File: src/rtl/busdec_pkg.sv
// Package: shared widths and small helpers for the bus decode block.
// Assumes an 8-bit multiplexed lane and a 16-bit address space.
package busdec_pkg;
    localparam int LANE_W  = 8;
    localparam int ADDR_W  = 16;
    localparam int SEL_W   = 3;
    localparam int NSEL    = 1 << SEL_W;
    localparam int SEL_LSB = 8;   // A8 is the lowest select input
    localparam int EN_BIT  = 15;  // A15 gates the decode
    localparam int RS_BIT  = 12;
    localparam int RW_BIT  = 13;
    localparam int IN_SEL  = 0;   // select index shared by the byte ports
    localparam int LCD_SEL = 7;   // select index of the display

    typedef logic [LANE_W-1:0] byte_t;
    typedef logic [ADDR_W-1:0] addr_t;
endpackage

File: src/rtl/busdec_addr_latch.sv
// Low address latch: follows the lane while ale is high and holds it while
// ale is low. The held byte is joined with the live high byte.
// Assumes ale and lane_in are sampled on clk (the bus is oversampled).
module busdec_addr_latch
    import busdec_pkg::*;
#(
    parameter int LW = LANE_W
) (
    input  logic          clk,
    input  logic          rst_n,
    input  logic          ale,
    input  logic [LW-1:0] lane_in,
    input  logic [LW-1:0] addr_hi,
    output logic [2*LW-1:0] addr_full
);
    logic [LW-1:0] lo_q;

    // Hold register: refreshes from the lane while ale is high.
    always_ff @(posedge clk) begin
        if (!rst_n)   lo_q <= '0;
        else if (ale) lo_q <= lane_in;
    end

    // Transparent path: live lane while ale is high, held byte otherwise.
    always_comb begin
        addr_full = {addr_hi, (ale ? lane_in : lo_q)};
    end


    lo_hold_chk: assert property (@(posedge clk) disable iff (!rst_n)
        (rst_n && !ale) |=> $stable(lo_q));
endmodule

File: src/rtl/busdec_decode.sv
// Address decoder: 3-to-8 selects enabled by the top address bit, plus the
// RAM select for the lower half and the display control lines.
// Assumes a full address from the latch; purely combinational outputs.
module busdec_decode
    import busdec_pkg::*;
#(
    parameter int AW = ADDR_W,
    parameter int SW = SEL_W,
    parameter int SL = SEL_LSB,
    parameter int EB = EN_BIT,
    localparam int NS = 1 << SW
) (
    input  logic          clk,
    input  logic          rst_n,
    input  logic [AW-1:0] addr,
    output logic          ram_cs_n,
    output logic [NS-1:0] sel_n,
    output logic          rs,
    output logic          rw
);
    logic [SW-1:0] idx;
    logic          en;

    // Select field and enable taken from the address.
    always_comb begin
        idx = addr[SL +: SW];
        en  = addr[EB];
    end

    // One active-low select per index, only while enabled.
    for (genvar g = 0; g < NS; g++) begin : g_sel
        always_comb sel_n[g] = !(en && (idx == SW'(g)));
    end

    // RAM select and display register lines.
    always_comb begin
        ram_cs_n = addr[EB];
        rs       = addr[RS_BIT];
        rw       = addr[RW_BIT];
    end


    one_sel_chk: assert property (@(posedge clk) disable iff (!rst_n)
        $onehot0(~sel_n));

    ram_excl_chk: assert property (@(posedge clk) disable iff (!rst_n)
        !ram_cs_n |-> (&sel_n));
endmodule

File: src/rtl/busdec_out_port.sv
// Output port register: loads the lane byte when a write strobe at its
// address ends (rising wr_n). The data and select are taken from the last
// cycle with wr_n low. Assumes wr_n is sampled on clk.
module busdec_out_port
    import busdec_pkg::*;
#(
    parameter int LW = LANE_W
) (
    input  logic          clk,
    input  logic          rst_n,
    input  logic          wr_n,
    input  logic          sel,
    input  logic [LW-1:0] lane_in,
    output logic [LW-1:0] port_q
);
    logic          wr_q;
    logic          hit_q;
    logic [LW-1:0] dat_q;
    logic          rise;

    // Edge detect on the returning write strobe.
    always_comb rise = !wr_q && wr_n;

    // History of strobe, address hit and lane data.
    always_ff @(posedge clk) begin
        if (!rst_n) begin
            wr_q  <= 1'b1;
            hit_q <= 1'b0;
            dat_q <= '0;
        end else begin
            wr_q  <= wr_n;
            hit_q <= sel && !wr_n;
            dat_q <= lane_in;
        end
    end

    // Port register: load on the end of a write that hit this address.
    always_ff @(posedge clk) begin
        if (!rst_n)             port_q <= '0;
        else if (rise && hit_q) port_q <= dat_q;
    end


    port_stable_chk: assert property (@(posedge clk) disable iff (!rst_n)
        (rst_n && !rise) |=> $stable(port_q));
endmodule

File: src/rtl/busdec_top.sv
// Top: bus-side glue for a multiplexed address/data bus. Latches the low
// address, decodes selects, and serves the input port, the output port and
// the display control lines. The lane is modelled as data plus an enable.
module busdec_top
    import busdec_pkg::*;
(
    input  logic        clk,
    input  logic        rst_n,
    input  logic        ale,
    input  logic        rd_n,
    input  logic        wr_n,
    input  logic [7:0]  addr_hi,
    input  logic [7:0]  lane_in,
    output logic [7:0]  lane_out,
    output logic        lane_oe,
    input  logic [7:0]  in_port,
    output logic [7:0]  out_port,
    output logic [15:0] addr_full,
    output logic        ram_cs_n,
    output logic [7:0]  dev_sel_n,
    output logic        lcd_rs,
    output logic        lcd_rw,
    output logic        lcd_en
);
    logic any_strobe;
    logic rd_only;

    busdec_addr_latch #(.LW(LANE_W)) latch_i (
        .clk(clk), .rst_n(rst_n), .ale(ale), .lane_in(lane_in),
        .addr_hi(addr_hi), .addr_full(addr_full)
    );

    busdec_decode #(.AW(ADDR_W), .SW(SEL_W), .SL(SEL_LSB), .EB(EN_BIT)) dec_i (
        .clk(clk), .rst_n(rst_n), .addr(addr_full), .ram_cs_n(ram_cs_n),
        .sel_n(dev_sel_n), .rs(lcd_rs), .rw(lcd_rw)
    );

    busdec_out_port #(.LW(LANE_W)) oport_i (
        .clk(clk), .rst_n(rst_n), .wr_n(wr_n), .sel(!dev_sel_n[IN_SEL]),
        .lane_in(lane_in), .port_q(out_port)
    );

    // Strobe qualifiers.
    always_comb begin
        any_strobe = !rd_n || !wr_n;
        rd_only    = !rd_n && wr_n;
    end

    // Input port onto the lane and display enable.
    always_comb begin
        lane_oe  = rd_only && !dev_sel_n[IN_SEL];
        lane_out = lane_oe ? in_port : '0;
        lcd_en   = any_strobe && !dev_sel_n[LCD_SEL];
    end


    lane_oe_chk: assert property (@(posedge clk) disable iff (!rst_n)
        lane_oe |-> (!rd_n && wr_n && !ram_cs_n == 1'b0 && addr_full[15]));

    lcd_en_chk: assert property (@(posedge clk) disable iff (!rst_n)
        lcd_en |-> (addr_full[15] && (&addr_full[10:8])));
endmodule

File: config.mk
export PLATFORM = sky130hd
export DESIGN_NAME = busdec_top
export DESIGN_NICKNAME = d
export VERILOG_FILES = /design/src/rtl/busdec_pkg.sv /design/src/rtl/busdec_addr_latch.sv /design/src/rtl/busdec_decode.sv /design/src/rtl/busdec_out_port.sv /design/src/rtl/busdec_top.sv
export SDC_FILE = /design/constraint.sdc
export NUM_CORES = 1
export LEC_CHECK = 0
export BUFFER_PORTS_ARGS = -buffer_cell sky130_fd_sc_hd__buf_2
export CORE_MARGIN = 10
export CORE_UTILIZATION = 44
export CTS_BUF_LIST = sky130_fd_sc_hd__clkbuf_8
export CTS_CLUSTER_SIZE = 28
export DETAILED_ROUTE_END_ITERATION = 12
export PLACE_DENSITY_LB_ADDON = 0.12
export SETUP_SLACK_MARGIN = 0.4
export SYNTH_ARGS = -nofsm -noshare
export SYNTH_HDL_FRONTEND = slang
export SYNTH_HIERARCHICAL = 1
export SYNTH_SLANG_ARGS = --single-unit
File: constraint.sdc
create_clock -name clk -period 2.2 [get_ports clk]
set_input_delay 0.44 -clock clk [delete_from_list [all_inputs] [get_ports clk]]
set_output_delay 0.44 -clock clk [all_outputs]
set_load 0.005 [all_outputs]
==> flow_summary.rst, run 1 <==
.. list-table::
   :header-rows: 1

   * - Metric
     - Value
   * - Capture point of the worst reg-to-reg path
     - oport_i/port_q[7]
   * - Hold wc startpoint
     - lane_in[6]
   * - Net Count, Synth
     - 141
   * - Detailed-routing iteration count for the pre-antenna-repair pass
     - 4
   * - Hold violation total from the final report
     - 0
   * - Cells after synthesis
     - 112
   * - Die height
     - 72.5 um
   * - Net switching power
     - 197 uW
   * - R2R Setup Slk
     - 1100 ps
   * - CP endpoint kind
     - output pin
   * - Remaining design rule violation count
     - 0
   * - Internal power
     - 725 uW
   * - CTS sink count
     - 26
   * - Clock root buffer
     - sky130_fd_sc_hd__clkbuf_8
   * - Number of port buffers
     - 63
   * - Clock input transition at the sequential cells of the worst setup and hold paths
     - 80 ps
   * - Total Die Area
     - 0.00525 mm2
   * - PD cells
     - 573 mW/mm2
   * - CP delay by family, top
     - simple AND/OR/NAND/NOR gates
   * - Tot Pwr
     - 921 uW
   * - RD Place Congestion
     - 0.646
   * - Via count of the first global-routing pass
     - 1,023
   * - DP Area
     - 0.00146 mm2
   * - Main area contributors after synthesis
     - sky130_fd_sc_hd__dfxtp_1, sky130_fd_sc_hd__mux2_4, sky130_fd_sc_hd__and4bb_2, sky130_fd_sc_hd__buf_4, sky130_fd_sc_hd__and2_1
   * - Clock power frac
     - 32.0%
   * - Worst path slowest cell
     - sky130_fd_sc_hd__or4b_4
   * - Largest net degree at the start of global routing
     - 34
   * - Crit path time final
     - 1970 ps
   * - Floorplan row count
     - 18
   * - Largest area contributor in the synthesized netlist
     - sky130_fd_sc_hd__dfxtp_1
   * - Worst-Skew Late Latency
     - 260 ps
   * - 1st-iter DRT viols
     - 43
   * - Max Clk Rate
     - 0.508 GHz
   * - Critical path class
     - input port to output pin
   * - Width of the chip
     - 72.5 um
   * - Share of the yosys chip area belonging to registers
     - 42.9%
   * - Leakage power
     - 0.767 nW
   * - Antenna violations before repair
     - 0
   * - Wire length of the first global-routing pass
     - 4920 um
   * - Number of maximum-capacitance constraint violations
     - 0
   * - Overall track demand over capacity in global routing
     - 11.3%
   * - Avg Vias per Cell
     - 4.82
   * - Total Wirelength
     - 3100 um
   * - Number of buffers added to fix hold violations after cts
     - 0
   * - Effective utilization at floorplan
     - 47.6%
   * - Finished layout cell area
     - 0.00161 mm2
   * - Floorplan core area
     - 0.00254 mm2
   * - Max Slew Vio Count
     - 0
   * - Worst Hold Path Cells
     - 2
   * - Average routed wire per standard cell
     - 15.5 um
   * - Routing usage on met1
     - 12.5%
   * - Outcome
     - complete, no violations
   * - Mean area per synthesized cell
     - 10.8 um2
   * - #FFs+latches synth
     - 26
   * - TritonCTS clock tree
     - yes
   * - Destination of the worst hold path
     - oport_i/dat_q[6]
   * - GR Util met3
     - 5.99%
   * - Number of failing setup endpoints in the final timing report
     - 0
   * - Count of inserted antenna diode cells
     - 0
   * - Overflow after GRT
     - 0
   * - Max H-tree Level
     - 1
   * - Most crowded layer after global routing
     - met2
   * - Post-DP HPWL
     - 2270 um
   * - Cell Area, Synth
     - 0.00121 mm2
   * - HP Class
     - input port to flip-flop
   * - RSZ-0062 raised after global routing
     - yes
   * - Final total negative setup slack
     - 0 ps
   * - Yosys warning total
     - 6
   * - Num CTS Buffers
     - 3
   * - Final Skew
     - 1.75 ps
   * - Portion of total power attributed to sequential cells
     - 53.5%
   * - Fraction of post-synthesis cell area in the top cell type by area
     - 42.9%
   * - Ratio of final minimum period to clock period
     - 89.4%
   * - Max FO, Critical Path
     - 6
   * - Antenna-violating nets left
     - 0
   * - Peak supply drop
     - 0.611 mV
   * - Biggest cell delay along the critical path
     - 560 ps
   * - Max-slew headroom at the worst pin
     - 69.1%
   * - Transition time at the pin with the least slew margin
     - 463 ps
   * - Switch share
     - 21.3%
   * - GRT met2 Usage
     - 19.0%
   * - Top-level port count
     - 74
   * - List of cells traversed by the critical path
     - buf_8, or4b_4, and4bb_2, buf_2
   * - Startpoint type of the worst setup path
     - input port
   * - Distinct cell type count of the synthesized netlist
     - 20
   * - Launch instance of the worst register-to-register path
     - oport_i/wr_q
   * - Buffering stage count on the worst path with inverters included
     - 2
   * - Number of buffers between clock root and the deepest sink
     - 2
   * - Via Count
     - 963
   * - Depth of the worst register-to-register path
     - 2
   * - Area growth from synthesis to layout
     - 32.7%
   * - Share of layout cells above drive strength 1
     - 54.1%
   * - Fraction of power consumed by combinational cells
     - 14.5%
   * - Data arrival at the endpoint of the critical path
     - 1530 ps
   * - Final nets
     - 200
   * - Required arrival time at the worst endpoint
     - 1760 ps
-- per-layer routing --
layer / share of wire (%) / wire (um)
met5: 0 / 0
met4: 0 / 0
met3: 7.9 / 244
met2: 50 / 1560
met1: 42 / 1300
-- cell type report --
| cell class | count | area [um2] |
|---|---|---|
| clock buffer | 4 | 55.1 |
| multi-input combinational | 70 | 593 |
| timing repair buffer | 68 | 395 |
| sequential | 26 | 520 |
| fill | 219 | 936 |
| inverter | 2 | 7.51 |
| tap | 30 | 37.5 |
-- kinds of logic (layout without fill, tap and decap cells) --
| logic type | count (synthesis) | in the layout | synth area share, % |
|---|---|---|---|
| AO/OA/AOI/OAI | 1 | 1 | 0.412 |
| AND/OR/NAND/NOR | 52 | 53 | 30.1 |
| flip-flops | 26 | 26 | 42.9 |
| buffers and inverters | 17 | 74 | 10.0 |
| multiplexers | 16 | 16 | 16.5 |
-- power groups by stage --
stage | combinational [mW] | clock [mW] | sequential (mW)
2_1_floorplan | 0.0835 | 0 | 0.502
3_3_place_gp | 0.118 | 0 | 0.503
3_5_place_dp | 0.120 | 0 | 0.504
4_1_cts | 0.133 | 0.305 | 0.493
5_1_grt | 0.149 | 0.326 | 0.494
6_report | 0.134 | 0.295 | 0.493
-- layout by cell type, fill, tap and decap left out, types with 2 or more instances in the layout --
cell                        instances
sky130_fd_sc_hd__and2_1            15
sky130_fd_sc_hd__and4bb_2           8
sky130_fd_sc_hd__buf_2             58
sky130_fd_sc_hd__buf_4              4
sky130_fd_sc_hd__buf_6              4
sky130_fd_sc_hd__buf_8              2
sky130_fd_sc_hd__clkbuf_8           4
sky130_fd_sc_hd__dfxtp_1           26
sky130_fd_sc_hd__inv_1              2
sky130_fd_sc_hd__mux2_4             8
sky130_fd_sc_hd__mux2i_1            8
sky130_fd_sc_hd__nand2_1           16
sky130_fd_sc_hd__nand4b_1           3
sky130_fd_sc_hd__nand4bb_1          3
sky130_fd_sc_hd__or4b_4             2
-- Yosys cell counts --
| master | instances |
|---|---|
| sky130_fd_sc_hd__mux2_4 | 8 |
| sky130_fd_sc_hd__nand4bb_1 | 3 |
| sky130_fd_sc_hd__mux2i_1 | 8 |
| sky130_fd_sc_hd__nor2_1 | 1 |
| sky130_fd_sc_hd__and2_1 | 15 |
| sky130_fd_sc_hd__nand4_1 | 1 |
| sky130_fd_sc_hd__inv_1 | 2 |
| sky130_fd_sc_hd__nand2_1 | 16 |
| sky130_fd_sc_hd__dfxtp_1 | 26 |
| sky130_fd_sc_hd__buf_4 | 13 |
| sky130_fd_sc_hd__nand2b_1 | 1 |
| sky130_fd_sc_hd__or4b_1 | 1 |
| sky130_fd_sc_hd__and4bb_2 | 8 |
| sky130_fd_sc_hd__buf_2 | 1 |
| sky130_fd_sc_hd__nor3b_1 | 1 |
| sky130_fd_sc_hd__and2_4 | 1 |
| sky130_fd_sc_hd__and3b_1 | 1 |
| sky130_fd_sc_hd__buf_6 | 1 |
| sky130_fd_sc_hd__nand4b_1 | 3 |
| sky130_fd_sc_hd__a21oi_1 | 1 |
-- registers in the layout (all words and copies together), names as in the netlist --
register,count
latch_i/lo_q,8
oport_i/dat_q,8
oport_i/hit_q,1
oport_i/port_q,8
oport_i/wr_q,1
-- stage by stage --
step | utilization [%] | setup WS (ps) | hold WS [ps] | instances
after floorplan | - | 313 | 423 | 112
after global placement | 57.5 | 169 | 428 | 191
after global routing | 63.2 | 192 | 383 | 200
final | 63.2 | 232 | 397 | 200
after detailed placement | 57.5 | 136 | 440 | 191
after CTS | 62.7 | 237 | 387 | 200
-- worst max-delay path by stage --
stage               slack [ps]  cells after the start  startpoint          end
floorplan                  310                      3  addr_hi[0]  lane_out[0]
global placement           170                      4  addr_hi[0]  lane_out[4]
detailed placement         140                      4  addr_hi[0]  lane_out[6]
CTS                        240                      4  addr_hi[2]  lane_out[6]
global route               190                      4  addr_hi[2]  lane_out[0]
finish                     230                      4  addr_hi[2]  lane_out[2]
-- timing repair --
item | CTS | global route
setup buffers | 4 | 0
gates resized for setup | 10 | 3
pin swaps | 8 | 2
cloned | 1 | 0
endpoints found under the setup margin | 9 | 10
(Power assumes the default switching activity.)
==> run 2: changes to the inputs <==
Settings changed: CORE_ASPECT_RATIO set to 2, SYNTH_HIERARCHICAL 1 to not set.
==> run 2 against run 1 <==
Compared with the run above:
- critical path depth did not move
- final cell count grew 3.0%
- worst hold slack worse by 8.2 ps
- largest power group unchanged
- setup slack improved by 50 ps
- wire length decreased by 8.6%
- register-to-register slack got worse by 30 ps
- sequential cell count unchanged
- synthesized area shrank 1.4%
- synthesized cell count up 13%
- maximum frequency rose by 2.6%
- utilization down 3.2 points
==> flow_summary.rst, run 2 <==
.. list-table::
   :header-rows: 1

   * - Metric
     - Value
   * - Share of the yosys chip area belonging to registers
     - 43.6%
   * - Net Count, Synth
     - 155
   * - Capture point of the worst reg-to-reg path
     - oport_i.port_q[0]
   * - Startpoint type of the worst setup path
     - input port
   * - Mean area per synthesized cell
     - 9.48 um2
   * - Number of buffers between clock root and the deepest sink
     - 2
   * - RD Place Congestion
     - 0.694
   * - Post-place setup slack
     - 186 ps
   * - Max H-tree Level
     - 1
   * - Final Skew
     - 1.29 ps
   * - Overall track demand over capacity in global routing
     - 10.2%
   * - Worst-Skew Late Latency
     - 260 ps
   * - Max-slew headroom at the worst pin
     - 64.8%
   * - Worst path slowest cell
     - sky130_fd_sc_hd__or4b_4
   * - Placed cell count
     - 199
   * - Worst Hold Path Cells
     - 2
   * - RSZ-0062 raised after global routing
     - yes
   * - List of cells traversed by the critical path
     - buf_12, or4b_4, nor3_2, buf_2
   * - 1st-iter DRT viols
     - 19
   * - Clock root buffer
     - sky130_fd_sc_hd__clkbuf_8
   * - HP Class
     - input port to flip-flop
   * - Hold wc startpoint
     - lane_in[7]
   * - Biggest cell delay along the critical path
     - 610 ps
   * - Yosys warning total
     - 0
   * - Number of flops mapped to enable cells by yosys
     - 0
   * - Top-level port count
     - 74
   * - #FFs+latches synth
     - 26
   * - Final nets
     - 208
   * - Main area contributors after synthesis
     - sky130_fd_sc_hd__dfxtp_1, sky130_fd_sc_hd__and2_1, sky130_fd_sc_hd__mux2_2, sky130_fd_sc_hd__buf_4, sky130_fd_sc_hd__mux2i_1
   * - Remaining design rule violation count
     - 0
   * - Number of maximum-capacitance constraint violations
     - 0
   * - Proportion of register bits with asynchronous set or reset after synthesis
     - 0%
   * - Most frequent standard cell in the layout excluding fill and tap cells
     - sky130_fd_sc_hd__buf_2
   * - Filler-free cell count of the finished design
     - 206
   * - CP endpoint kind
     - output pin
   * - R2R Setup Slk
     - 1070 ps
   * - Area growth from synthesis to layout
     - 29.0%
   * - Number of failing setup endpoints in the final timing report
     - 0
   * - Hold violation total from the final report
     - 0
   * - Avg Vias per Cell
     - 4.88
   * - Cell Area, Synth
     - 0.00119 mm2
   * - Crit path time final
     - 1920 ps
   * - Max Clk Rate
     - 0.521 GHz
   * - Via count of the first global-routing pass
     - 1,053
   * - Cells after synthesis
     - 126
   * - Largest net degree at the start of global routing
     - 34
   * - Effective utilization at floorplan
     - 46.5%
   * - Tot Pwr
     - 909 uW
   * - Largest area contributor in the synthesized netlist
     - sky130_fd_sc_hd__dfxtp_1
   * - CTS sink count
     - 26
   * - Max Slew Vio Count
     - 0
   * - Via Count
     - 1,005
   * - Antenna-violating nets left
     - 0
   * - Outcome
     - complete, no violations
   * - CP delay by family, top
     - simple AND/OR/NAND/NOR gates
   * - Most repeated cell in the gate-level netlist after synthesis
     - sky130_fd_sc_hd__dfxtp_1
   * - Share of layout cells above drive strength 1
     - 49.4%
   * - Leakage power
     - 0.737 nW
   * - Max FO, Critical Path
     - 6
   * - Total Wirelength
     - 2830 um
   * - Synth cell count leaders
     - sky130_fd_sc_hd__dfxtp_1, sky130_fd_sc_hd__nand2_1, sky130_fd_sc_hd__and2_1
   * - Average routed wire per standard cell
     - 13.8 um
   * - Num CTS Buffers
     - 3
   * - Floorplan row count
     - 26
   * - Critical path class
     - input port to output pin
   * - Depth of the worst register-to-register path
     - 2
   * - Antenna violations before repair
     - 0
   * - Highest-count cells in the layout ignoring fill and taps
     - sky130_fd_sc_hd__buf_2, sky130_fd_sc_hd__dfxtp_1, sky130_fd_sc_hd__nand2_1
   * - Most instantiated flip-flop cell in the synthesis netlist
     - sky130_fd_sc_hd__dfxtp_1
   * - Destination of the worst hold path
     - oport_i.dat_q[7]
   * - Worst Setup Slack, final
     - 282 ps
   * - TritonCTS clock tree
     - yes
   * - Distinct cell type count of the synthesized netlist
     - 22
   * - Die height
     - 93.7 um
   * - Buffering stage count on the worst path with inverters included
     - 2
   * - Wire length of the first global-routing pass
     - 4620 um
   * - Number of buffers added to fix hold violations after cts
     - 0
   * - Count of inserted antenna diode cells
     - 0
   * - Peak supply drop
     - 0.540 mV
   * - Detailed-routing iteration count for the pre-antenna-repair pass
     - 4
   * - Required arrival time at the worst endpoint
     - 1760 ps
   * - Clock input transition at the sequential cells of the worst setup and hold paths
     - 80 ps
   * - Post-DP HPWL
     - 2270 um
   * - PD cells
     - 590 mW/mm2
   * - Data arrival at the endpoint of the critical path
     - 1480 ps
   * - Fraction of post-synthesis cell area in the top cell type by area
     - 43.6%
   * - Cell count along the critical path
     - 4
   * - Worst Hold Slack
     - 389 ps
   * - Ratio of final minimum period to clock period
     - 87.2%
   * - Overflow after GRT
     - 0
   * - Launch instance of the worst register-to-register path
     - oport_i.wr_q
   * - Number of port buffers
     - 63
   * - Floorplan core area
     - 0.00257 mm2
   * - Biggest registers after layout
     - latch_i.lo_q: 8 flops, oport_i.dat_q: 8 flops, oport_i.port_q: 8 flops
   * - Total Die Area
     - 0.00533 mm2
   * - Width of the chip
     - 56.9 um
   * - Transition time at the pin with the least slew margin
     - 528 ps
   * - Final total negative setup slack
     - 0 ps
## run 2: cell types whose count changed after synthesis, sizes merged, moves of 4 or more
cell | previous run | this run
and4bb | 8 | 0
inv | 2 | 8
nand3 | 0 | 4
nor3 | 0 | 8
## run 2: report_power, final
| group | internal (mW) | switching, mW | leakage, nW |
|---|---|---|---|
| registers | 0.488 | 0.00428 | 0.214 |
| logic | 0.0654 | 0.0570 | 0.495 |
| clock network | 0.160 | 0.135 | 0.0288 |
| total | 0.713 | 0.196 | 0.737 |
## run 2: timing repair
action	CTS	global route
pin swaps	4	4
setup endpoints to repair	10	9
setup buffers	1	1
hold endpoints to repair	0	0
gates cloned	1	0
resized for setup	8	4
## run 2: routing by layer
metal	share of wire, %	global-route usage (%)	vias to the layer above
met2	48	16.7	59
met4	0.81	4.72	0
met1	36	10.3	448
met5	0	0	-
met3	14	5.56	2
li1	-	-	496
## run 2: final cells by class
type	count	area [um2]
sequential	26	520
tap	28	35.0
timing repair buffer	65	364
clock buffer	4	55.1
inverter	8	30.0
multi-input combinational	75	537
fill	219	1030
## run 2: worst max-delay path by stage
stage	from	endpoint	slack, ps
2_1_floorplan	addr_hi[0]	lane_out[1]	470
3_3_place_gp	addr_hi[0]	lane_out[7]	210
3_5_place_dp	addr_hi[0]	lane_out[1]	190
4_1_cts	addr_hi[2]	lane_out[1]	260
5_1_grt	addr_hi[0]	lane_out[7]	240
6_report	addr_hi[0]	lane_out[1]	280
## run 2: cell families after synthesis
group                  count (synthesis)  share of synthesized area (%)
AOI/OAI and AO/OA                      1                          0.418
muxes                                 16                           14.2
buffers and inverters                 26                           13.1
DFF                                   26                           43.6
and+or+nand+nor                       57                           28.7
## run 2: per-stage QoR
stage                     cell area [um2]  util (%)
final                                1540      60.0
after global routing                 1540      60.0
after CTS                            1520      59.0
after detailed placement             1420      55.2
after global placement               1420      55.2
after floorplan                      1190         -
